--- config.mk ---
export PLATFORM = sky130hd
export DESIGN_NAME = trip_policy_seq
export DESIGN_NICKNAME = d
export VERILOG_FILES = /design/src/rtl/trip_policy_seq.sv
export SDC_FILE = /design/constraint.sdc
export NUM_CORES = 1
export LEC_CHECK = 0
export BUFFER_PORTS_ARGS = -buffer_cell sky130_fd_sc_hd__buf_4
export CAP_MARGIN = 40
export CORE_MARGIN = 2
export CORE_UTILIZATION = 32
export DETAILED_ROUTE_END_ITERATION = 10
export GPL_TIMING_DRIVEN = 0
export PLACE_DENSITY = 0.52
export SKIP_CTS_REPAIR_TIMING = 1
export SLEW_MARGIN = 10
export SYNTH_ARGS = -nofsm -noshare
export SYNTH_HDL_FRONTEND = slang
export SYNTH_SLANG_ARGS = --single-unit
--- constraint.sdc ---
create_clock -name clk -period 3.1 [get_ports clk]
set_input_delay 0.62 -clock clk [delete_from_list [all_inputs] [get_ports clk]]
set_output_delay 0.62 -clock clk [all_outputs]
set_load 0.01 [all_outputs]
--- src/rtl/trip_policy_seq.sv ---
module trip_policy_seq #(
  parameter int TW = 16,
  parameter int CW = 4
) (
  input  logic          clk,
  input  logic          rst_n,
  input  logic          ms_tick,
  input  logic          limit_hit,
  input  logic          budget_over,
  input  logic [1:0]    policy,
  input  logic [TW-1:0] retry_ms,
  input  logic [TW-1:0] cool_ms,
  input  logic [TW-1:0] stable_ms,
  input  logic [CW-1:0] max_retry,
  input  logic          sys_reset,
  output logic          chan_en,
  output logic          pwr_good,
  output logic          fault,
  output logic [CW-1:0] retry_cnt,
  output logic          latched
);

  typedef enum logic [2:0] {S_RUN, S_LIM, S_TRIP, S_COOL, S_HOLD, S_LATCH} st_t;

  st_t           st, st_n;
  logic [TW-1:0] tcnt;
  logic [TW-1:0] lim;
  logic          done;

  assign lim  = (st == S_COOL) ? cool_ms : (st == S_HOLD) ? retry_ms : stable_ms;
  assign done = ms_tick && (({1'b0, tcnt} + 1'b1) >= {1'b0, lim});

  always_comb begin
    st_n = st;
    case (st)
      S_RUN:   if (budget_over) st_n = S_TRIP;
               else if (limit_hit) st_n = S_LIM;
      S_LIM:   if (budget_over) st_n = S_TRIP;
               else if (!limit_hit) st_n = S_RUN;
      S_TRIP:  if (policy[1] || retry_cnt >= max_retry) st_n = S_LATCH;
               else if (policy[0]) st_n = S_COOL;
               else st_n = S_HOLD;
      S_COOL:  if (done) st_n = S_HOLD;
      S_HOLD:  if (done) st_n = S_RUN;
      S_LATCH: if (sys_reset) st_n = S_RUN;
      default: st_n = S_RUN;
    endcase
  end

  always_ff @(posedge clk or negedge rst_n) begin
    if (!rst_n) begin
      st        <= S_RUN;
      tcnt      <= '0;
      retry_cnt <= '0;
    end else begin
      st <= st_n;
      if (st_n != st) tcnt <= '0;
      else if (ms_tick && tcnt != '1) tcnt <= tcnt + 1'b1;

      if (sys_reset) retry_cnt <= '0;
      else if (st == S_HOLD && done && retry_cnt != '1) retry_cnt <= retry_cnt + 1'b1;
      else if (st == S_RUN && done) retry_cnt <= '0;
    end
  end

  assign chan_en  = (st == S_RUN) || (st == S_LIM);
  assign pwr_good = (st == S_RUN);
  assign fault    = (st == S_TRIP) || (st == S_COOL) || (st == S_HOLD) || (st == S_LATCH);
  assign latched  = (st == S_LATCH);

  AST_TRIP_OPENS: assert property (@(posedge clk) disable iff (!rst_n)
    budget_over && chan_en |=> !chan_en && fault);
  AST_REENABLE_SOURCE: assert property (@(posedge clk) disable iff (!rst_n)
    $rose(chan_en) |-> ($past(st) == S_HOLD || $past(st) == S_LATCH));
  AST_LATCH_POLICY: assert property (@(posedge clk) disable iff (!rst_n)
    st == S_TRIP && policy[1] |=> latched);
  AST_LATCH_HOLDS: assert property (@(posedge clk) disable iff (!rst_n)
    latched && !sys_reset |=> latched && !chan_en);
  AST_RELEASE: assert property (@(posedge clk) disable iff (!rst_n)
    latched && sys_reset |=> chan_en && retry_cnt == '0);
  AST_CNT_STEP: assert property (@(posedge clk) disable iff (!rst_n)
    retry_cnt != $past(retry_cnt) |-> (retry_cnt == '0 || retry_cnt == $past(retry_cnt) + 1'b1));
  AST_WAIT_IGNORES: assert property (@(posedge clk) disable iff (!rst_n)
    (st == S_COOL || st == S_HOLD) && !ms_tick |=> !chan_en);

endmodule

==> results.txt, run 1 <==
----------------------------------------------------
[STA]
  Post-route clock skew ... ~3.6 ps
  Achievable Freq ... between 300 and 400 MHz
  Setup-violating endpoint count in the final report ... 13
  Unrepaired setup endpoints after global routing ... yes
  Worst hold margin ... between 200 and 250 ps
  Setup slack after layout ... -63.6 ps
  Rel. slew slack ... 52.9%
  Slew at the pin closest to its max-slew limit ... between 700 and 800 ps
  Final number of max-transition violations ... 0
  Min Clock Period, post-route ... 3160 ps
  Ratio of final minimum period to clock period ... 102%
  Count of endpoints failing hold in the final timing report ... 0

[Job]
  MaxCap Viol Count ... 0

[Critical path]
  Crit path max fanout ... 8
  CP endpoint kind ... register
  Req. time, crit path ... 3260 ps
  CP max stage cell ... sky130_fd_sc_hd__dfrtp_2
  RR Startpoint ... tcnt[0]
  Worst endpoint data arrival time ... about 3300 ps
  Critical path startpoint ... tcnt[0]
  Cells along the critical path ... ha_2, nand3_4, nor4_4, xor2_1, ha_1, nand4_1, nor4_2, o21bai_1, o311a_4, a31oi_4, buf_6, and4b_1
  Delay of the slowest cell on the worst path ... ~440 ps
  Crit Path Class ... reg -> reg
  Worst setup SP type ... register

[Pwr]
  Pwr Density ... 483 nW/µm²
  Static leakage ... around 1.6 nW
  Largest voltage drop on the vdd net ... 0.206 mV

[GRT]
  Maximum number of pins on one net before global-route repair ... 24
  Total global routing track utilization ... between 10% and 20%
  Initial antenna violation count ... 0
  Total congestion overflow after global routing ... 0
  First-pass GRT wire length ... between 10 and 15 mm
  Via count of the first global-routing pass ... ~2300

[Status]
  Failing checks ... setup timing
  Run status ... finished, violations left

[Final layout]
  Fill cell count ... 714
  Layout Utilization ... 47.2%
  Fin nets ... 472
  Ant. Diodes ... 0
  Cell area after layout ... approximately 3500 µm²
  Area delta synth->final ... 41.6%
  Fraction of final layout cells with drive strength greater than 1 ... 33.9%
  Final Non-Filler Cells ... roughly 500

[Floorplanning]
  Die H ... around 91 µm
  Area enclosed by the die boundary ... between 8000 and 9000 µm²
  Core region area ... 7330 µm²
  Core Rows ... 31
  # IOs ... roughly 70
  Effective utilization at floorplan ... between 30% and 40%
  Chip Width ... just over 90 µm

[Route]
  Detailed-route wire length per cell ... 14.6 µm
  Number of routed nets with antenna violations ... 0
  Total wire length ... between 7 and 8 mm
  Length of the first detailed-routing pass in iterations ... 4
  Vias post-DR ... 2531
  Via density ... a little over 5
  Residual DRC ... 0
  Violation count after the first detailed-route iteration ... 80

[Synth]
  Count of yosys warnings during synthesis ... 0
  Post-synthesis average cell area ... a little over 8 µm²
  Number of nets produced by synthesis ... around 380
  Gate count after technology mapping ... 300
  Cell area after synthesis ... around 2400 µm²
  Share of synthesized flip-flops with an asynchronous set or reset ... between 90% and 100%
  Sequential fraction of the synthesis area ... 23.6%
  FF+latch count, synth ... 23
  Number of synthesized flops with an enable pin ... 0
  Distinct cell type count after synthesis ... between 50 and 60
  Most used flip-flop cell after synthesis ... sky130_fd_sc_hd__dfrtp_1

[Place]
  Post-DP HPWL ... 5.51 mm
  Post-placement worst setup slack ... -669 ps
  Placed insts ... 464
  Weighted congestion reported at the end of routability-driven placement ... slightly below 0.9
  Number of buffer cells added on primary ports ... 65
  Instance area after placement ... roughly 3100 µm²

[Clock network]
  Root buffer cell ... sky130_fd_sc_hd__clkbuf_8
  Clock buffers created by TritonCTS ... 3
  Clock-pin slew on the worst setup and hold paths ... about 80 ps
  # H-tree levels ... 1
  Clock latency reported for the late side of the worst-skew pair ... ~270 ps
  TritonCTS clock tree ... done
  CTS sink cnt ... 23
  Clock tree buffer depth ... 2

[Hold path]
  Min-delay worst type ... in -> async

----------------------------------------------------
==> Yosys cell counts, types with 2 or more instances <==
cell type	count	area [µm²]
sky130_fd_sc_hd__a21oi_1	28	140
sky130_fd_sc_hd__o31ai_1	2	15.0
sky130_fd_sc_hd__xor2_1	8	70.1
sky130_fd_sc_hd__nor2_1	28	105
sky130_fd_sc_hd__or3_1	2	12.5
sky130_fd_sc_hd__buf_2	2	10.0
sky130_fd_sc_hd__nand3_4	2	35.0
sky130_fd_sc_hd__nor3b_1	3	22.5
sky130_fd_sc_hd__nand2b_1	6	37.5
sky130_fd_sc_hd__xnor2_1	16	140
sky130_fd_sc_hd__o211ai_1	10	75.1
sky130_fd_sc_hd__a211oi_1	3	22.5
sky130_fd_sc_hd__mux2i_1	10	100
sky130_fd_sc_hd__o21ai_0	7	35.0
sky130_fd_sc_hd__nor3_1	12	60.1
sky130_fd_sc_hd__dfrtp_1	23	576
sky130_fd_sc_hd__nor4_1	2	12.5
sky130_fd_sc_hd__ha_1	22	275
sky130_fd_sc_hd__o21a_1	5	37.5
sky130_fd_sc_hd__nand3_1	12	60.1
sky130_fd_sc_hd__inv_1	12	45.0
sky130_fd_sc_hd__nand4_1	5	31.3
sky130_fd_sc_hd__o2bb2ai_1	2	17.5
sky130_fd_sc_hd__o21bai_1	2	15.0
sky130_fd_sc_hd__a22o_1	10	87.6
sky130_fd_sc_hd__clkbuf_1	13	48.8
sky130_fd_sc_hd__nand2_1	21	78.8
sky130_fd_sc_hd__a21o_1	2	15.0
sky130_fd_sc_hd__and4_1	2	17.5
sky130_fd_sc_hd__a31oi_1	3	18.8
sky130_fd_sc_hd__o21ai_1	2	10.0
sky130_fd_sc_hd__nand3b_1	2	15.0
==> power by group <==
group	switching [mW]	internal, mW
Sequential	0.0433	0.329
Combinational	0.590	0.518
Clock	0.101	0.0899
Total	0.734	0.937
==> cell usage in the layout, fill, tap and decap left out, types with 5 or more instances in the layout <==
master | synthesis | layout
sky130_fd_sc_hd__buf_4 | 1 | 88
sky130_fd_sc_hd__a21oi_1 | 28 | 28
sky130_fd_sc_hd__nor2_1 | 28 | 25
sky130_fd_sc_hd__ha_1 | 22 | 21
sky130_fd_sc_hd__nand2_1 | 21 | 20
sky130_fd_sc_hd__dfrtp_1 | 23 | 20
sky130_fd_sc_hd__xnor2_1 | 16 | 16
sky130_fd_sc_hd__inv_1 | 12 | 12
sky130_fd_sc_hd__a22o_1 | 10 | 10
sky130_fd_sc_hd__nand3_1 | 12 | 10
sky130_fd_sc_hd__mux2i_1 | 10 | 10
sky130_fd_sc_hd__o211ai_1 | 10 | 10
sky130_fd_sc_hd__nor3_1 | 12 | 9
sky130_fd_sc_hd__xor2_1 | 8 | 8
sky130_fd_sc_hd__o21ai_0 | 7 | 7
sky130_fd_sc_hd__buf_6 | 1 | 6
sky130_fd_sc_hd__nand2b_1 | 6 | 6
sky130_fd_sc_hd__clkbuf_1 | 13 | 5
sky130_fd_sc_hd__nand4_1 | 5 | 5
sky130_fd_sc_hd__o21a_1 | 5 | 5
==> worst max-delay path, delay by kind of cell (launching register included) <==
| family | cells | cell delay (ps) |
|---|---|---|
| adders and majority gates | 2 | 580 |
| xor gates and xnor gates | 1 | 140 |
| and+or+nand+nor | 5 | 1160 |
| AOI/OAI and AO/OA | 3 | 580 |
| DFF | 1 | 440 |
| buffers and inverters | 1 | 140 |
==> cell type report <==
class                   count  area (µm²)  share of cell area, %
flip-flops and latches     23         579                   16.8
clock inverters             1        5.00                  0.145
well taps                  99         124                   3.58
plain buffers              14        96.3                   2.79
repair buffers             88         668                   19.3
inverters                  13        52.6                   1.52
multi-input cells         247        1890                   54.7
clock buffers               3        41.3                   1.19
==> path summary, 6_finish.rpt <==
kind / to / slack (ps) / cells past startpoint
max in group asynchronous: tcnt[2] / 2610 / 1
setup reg to reg: tcnt[15] / -60 / 12
min in group clk: tcnt[13] / 600 / 2
hold reg to reg: tcnt[13] / 600 / 2
setup / recovery: tcnt[15] / -60 / 12
hold / removal: tcnt[9] / 230 / 1
==> stage by stage <==
stage          TNS [ps]  power, mW
4_1_cts          -12980       1.47
5_1_grt           -2680       1.81
3_5_place_dp     -12190       1.28
3_3_place_gp     -12750       1.27
6_report           -469       1.67
2_1_floorplan         0      0.982
==> per-layer routing <==
| metal | vias to the layer above | share of wire [%] | track usage, % |
|---|---|---|---|
| met5 | - | 0 | 0 |
| met4 | 0 | 0.74 | 3.03 |
| met3 | 5 | 5.1 | 2.16 |
| met2 | 57 | 44 | 24.9 |
| met1 | 1176 | 50 | 25.0 |
| li1 | 1293 | - | - |
==> state kept, by name (all words and copies together) (netlist names) <==
name,cells
retry_cnt,4
st,3
tcnt,16
==> cell families (layout without fill, tap and decap cells) <==
| family | Yosys count | after routing | synth area share, % |
|---|---|---|---|
| xor gates and xnor gates | 24 | 24 | 8.61 |
| buffers and inverters | 30 | 119 | 5.17 |
| AOI/OAI and AO/OA | 88 | 88 | 24.9 |
| DFF | 23 | 23 | 23.6 |
| and+or+nand+nor | 103 | 103 | 22.3 |
| muxes | 10 | 10 | 4.10 |
| adders and majority gates | 22 | 22 | 11.3 |
Power figures use the tool's default switching activity.
==> inputs of run 2 (changes only) <==
--- a/config.mk
+++ b/config.mk
@@ -5,13 +5,14 @@
 export SDC_FILE = /design/constraint.sdc
 export NUM_CORES = 1
 export LEC_CHECK = 0
+export ABC_AREA = 1
 export BUFFER_PORTS_ARGS = -buffer_cell sky130_fd_sc_hd__buf_4
 export CAP_MARGIN = 40
 export CORE_MARGIN = 2
 export CORE_UTILIZATION = 32
 export DETAILED_ROUTE_END_ITERATION = 10
 export GPL_TIMING_DRIVEN = 0
-export PLACE_DENSITY = 0.52
+export PLACE_DENSITY = 0.53
 export SKIP_CTS_REPAIR_TIMING = 1
 export SLEW_MARGIN = 10
 export SYNTH_ARGS = -nofsm -noshare
==> run 2 against run 1 <==
Net effect:
- the run now ends clean
- first-iteration DRC count up 55%
- largest cell class unchanged
- sequential power up 14%
- worst setup slack better by 100 ps
- die area down 6.7%
- synthesized cell count up 8.7%
- register-to-register slack better by 100 ps
- clock skew up 4.0 ps
- clock-buffer cell count up 1
- non-clock buffer count down 13
- area after synthesis down 7.0%
==> results.txt, run 2 <==
----------------------------------------------------
[Place]
  Placed insts ... a little under 500
  Instance area after placement ... approximately 2900 µm²
  Post-DP HPWL ... roughly 4.7 mm
  Number of buffer cells added on primary ports ... 67
  Weighted congestion reported at the end of routability-driven placement ... ~0.8

[Critical path]
  CP endpoint kind ... register
  Worst endpoint data arrival time ... around 3200 ps
  Req. time, crit path ... approximately 3300 ps
  Crit path max fanout ... 6
  Cells along the critical path ... inv_2, nor3_4, clkinvlp_4, nand2_4, nor2_4, a221oi_2, ha_1, nand2_2, inv_2, nand2_1, nand2_1, nand2_1, nand3_2, nand2_1, nand3_2, buf_4, nand3_1, nand4_1, nand3_4, clkbuf_16, nor2_4
  Delay of the slowest cell on the worst path ... 420 ps
  Worst setup SP type ... register
  CP max stage cell ... sky130_fd_sc_hd__dfrtp_1
  Number of buffers and inverters on the critical path ... 5
  Cell with the most instances on the worst path ... sky130_fd_sc_hd__nand2_1
  Crit Path Class ... reg -> reg
  Cell family contributing the most delay on the critical path ... simple AND/OR/NAND/NOR gates

[Route]
  Vias post-DR ... between 2000 and 2500
  Length of the first detailed-routing pass in iterations ... 4
  Detailed-route wire length per cell ... roughly 12 µm
  Violation count after the first detailed-route iteration ... about 120
  Number of routed nets with antenna violations ... 0
  Via density ... about 4.6
  Residual DRC ... 0
  Total wire length ... between 6 and 7 mm

[STA]
  Slew at the pin closest to its max-slew limit ... roughly 520 ps
  Achievable Freq ... approximately 330 MHz
  Final number of max-transition violations ... 0
  Post-route clock skew ... 7.53 ps
  Min Clock Period, post-route ... approximately 3100 ps
  Rel. slew slack ... between 60% and 70%
  Ratio of final minimum period to clock period ... between 90% and 100%
  Unrepaired setup endpoints after global routing ... yes
  Count of endpoints failing hold in the final timing report ... 0
  Setup-violating endpoint count in the final report ... 0

[Final layout]
  Area delta synth->final ... 42.8%
  Cell area after layout ... around 3200 µm²
  Ant. Diodes ... 0
  Number of flip-flops in the largest register ... 16
  Final Non-Filler Cells ... 510
  Regs by FF count ... tcnt x16, retry_cnt x4, st x3
  Fraction of final layout cells with drive strength greater than 1 ... around a third
  Fin nets ... about 500
  Commonest cells after routing, fill and taps aside ... sky130_fd_sc_hd__buf_4, sky130_fd_sc_hd__nand2_1, sky130_fd_sc_hd__inv_1, sky130_fd_sc_hd__nor2_1, sky130_fd_sc_hd__dfrtp_1
  Largest register by flop count ... tcnt
  Fill cell count ... around 740
  Commonest non-fill, non-tap cell in the layout ... sky130_fd_sc_hd__buf_4

[Synth]
  Cell area after synthesis ... 2270 µm²
  FF+latch count, synth ... 23
  Cell taking the most area after synthesis ... sky130_fd_sc_hd__dfrtp_1
  Share of synthesized flip-flops with an asynchronous set or reset ... 100%
  Distinct cell type count after synthesis ... 31
  Most common cell in the synthesized netlist ... sky130_fd_sc_hd__nand2_1
  Number of nets produced by synthesis ... roughly 410
  Gate count after technology mapping ... around 330
  Most used flip-flop cell after synthesis ... sky130_fd_sc_hd__dfrtp_1
  Sequential fraction of the synthesis area ... between 20% and 30%
  Leading post-synthesis cells by instance count ... sky130_fd_sc_hd__nand2_1, sky130_fd_sc_hd__inv_1, sky130_fd_sc_hd__nor2_1
  Area fraction of the dominant cell type after synthesis ... around a quarter
  Number of synthesized flops with an enable pin ... 0
  Count of yosys warnings during synthesis ... 0
  Post-synthesis average cell area ... roughly 7 µm²
  Biggest area contributors in the synthesized netlist ... sky130_fd_sc_hd__dfrtp_1, sky130_fd_sc_hd__ha_1, sky130_fd_sc_hd__nand2_1

[Job]
  MaxCap Viol Count ... 0

[Status]
  Run status ... completed

[Clock network]
  Clock latency reported for the late side of the worst-skew pair ... ~260 ps
  Clock buffers created by TritonCTS ... 3
  Root buffer cell ... sky130_fd_sc_hd__clkbuf_8
  # H-tree levels ... 1
  Clock-pin slew on the worst setup and hold paths ... about 80 ps
  Clock tree buffer depth ... 2
  CTS sink cnt ... 23
  TritonCTS clock tree ... done

[GRT]
  Total congestion overflow after global routing ... 0
  Initial antenna violation count ... 0
  Total global routing track utilization ... between 10 and 15%
  First-pass GRT wire length ... 9.27 mm
  Maximum number of pins on one net before global-route repair ... 24
  Via count of the first global-routing pass ... between 1500 and 2000

[Pwr]
  Largest voltage drop on the vdd net ... between 0.2 and 0.3 mV
  Static leakage ... 1.73 nW
  Pwr Density ... 577 nW/µm²
  Overall power of the completed layout ... 1.87 mW

[Floorplanning]
  Chip Width ... ~88 µm
  # IOs ... roughly 70
  Area enclosed by the die boundary ... 7790 µm²
  Die H ... 88.2 µm
  Effective utilization at floorplan ... 33.2%
  Core region area ... between 6000 and 7000 µm²
  Core Rows ... 30

[Hold path]
  Min-delay worst type ... in -> async

----------------------------------------------------
==> run 2: logic make-up (layout without fill, tap and decap cells) <==
family,after synthesis,in the layout,synth area share [%]
mux,5,5,2.20
fa+ha+maj,22,22,12.1
compound gates,46,46,12.7
xor+xnor,13,13,5.01
flops,23,23,25.3
simple gates,163,164,33.3
buf+inv,54,141,9.31
==> run 2: stage by stage <==
stage	setup TNS [ps]	hold slack, ps	setup slack (ps)	util (%)
floorplan	0	324	26.9	-
global placement	-15450	537	-835	42.4
detailed placement	-15490	538	-846	42.4
CTS	-15900	254	-865	43.0
global route	-3050	261	-206	47.5
finish	0	243	37.8	47.5
==> run 2: final timing paths <==
kind                                    from           end  slack, ps  cells past startpoint
max in group asynchronous              rst_n       tcnt[0]       2600                      1
worst min register to register  retry_cnt[3]  retry_cnt[3]        590                      2
min in group clk                retry_cnt[3]  retry_cnt[3]        590                      2
worst max register to register         st[2]      tcnt[10]         40                     21
worst max-delay path                   st[2]      tcnt[10]         40                     21
worst min-delay path                   rst_n       tcnt[6]        240                      1
==> run 2: area by class of cell <==
class                           count  area, µm²  area share (%)
Multi-Input combinational cell    250       1610            49.8
Timing Repair Buffer               83        653            20.1
Sequential cell                    23        577            17.8
Inverter                           48        184            5.67
Tap cell                           96        120            3.71
Buffer                              6       48.8            1.51
Clock buffer                        4       45.0            1.39
==> run 2: where the power goes <==
part	total (mW)	internal, mW	switching [mW]
clock	0.187	0.0917	0.0954
sequential	0.424	0.355	0.0685
combinational	1.26	0.558	0.702
total	1.87	1.00	0.866
==> run 2: worst reg2reg max path: stages (launching register included) <==
cell and delay, ps:
sky130_fd_sc_hd__dfrtp_1 420, sky130_fd_sc_hd__inv_2 80, sky130_fd_sc_hd__nor3_4 240, sky130_fd_sc_hd__clkinvlp_4 230, sky130_fd_sc_hd__nand2_4 170, sky130_fd_sc_hd__nor2_4 40, sky130_fd_sc_hd__a221oi_2 190, sky130_fd_sc_hd__ha_1 300
sky130_fd_sc_hd__nand2_2 90, sky130_fd_sc_hd__inv_2 40, sky130_fd_sc_hd__nand2_1 50, sky130_fd_sc_hd__nand2_1 50, sky130_fd_sc_hd__nand2_1 70, sky130_fd_sc_hd__nand3_2 80, sky130_fd_sc_hd__nand2_1 70, sky130_fd_sc_hd__nand3_2 80
sky130_fd_sc_hd__buf_4 140, sky130_fd_sc_hd__nand3_1 80, sky130_fd_sc_hd__nand4_1 140, sky130_fd_sc_hd__nand3_4 180, sky130_fd_sc_hd__clkbuf_16 180, sky130_fd_sc_hd__nor2_4 30
==> run 2: per-layer routing <==
layer / routed length [µm] / part of all wire, % / track usage, %
met5: 0 / 0 / 0
met4: 29 / 0.48 / 2.07
met3: 204 / 3.4 / 0.933
met2: 2840 / 47 / 23.2
met1: 3000 / 49 / 23.2
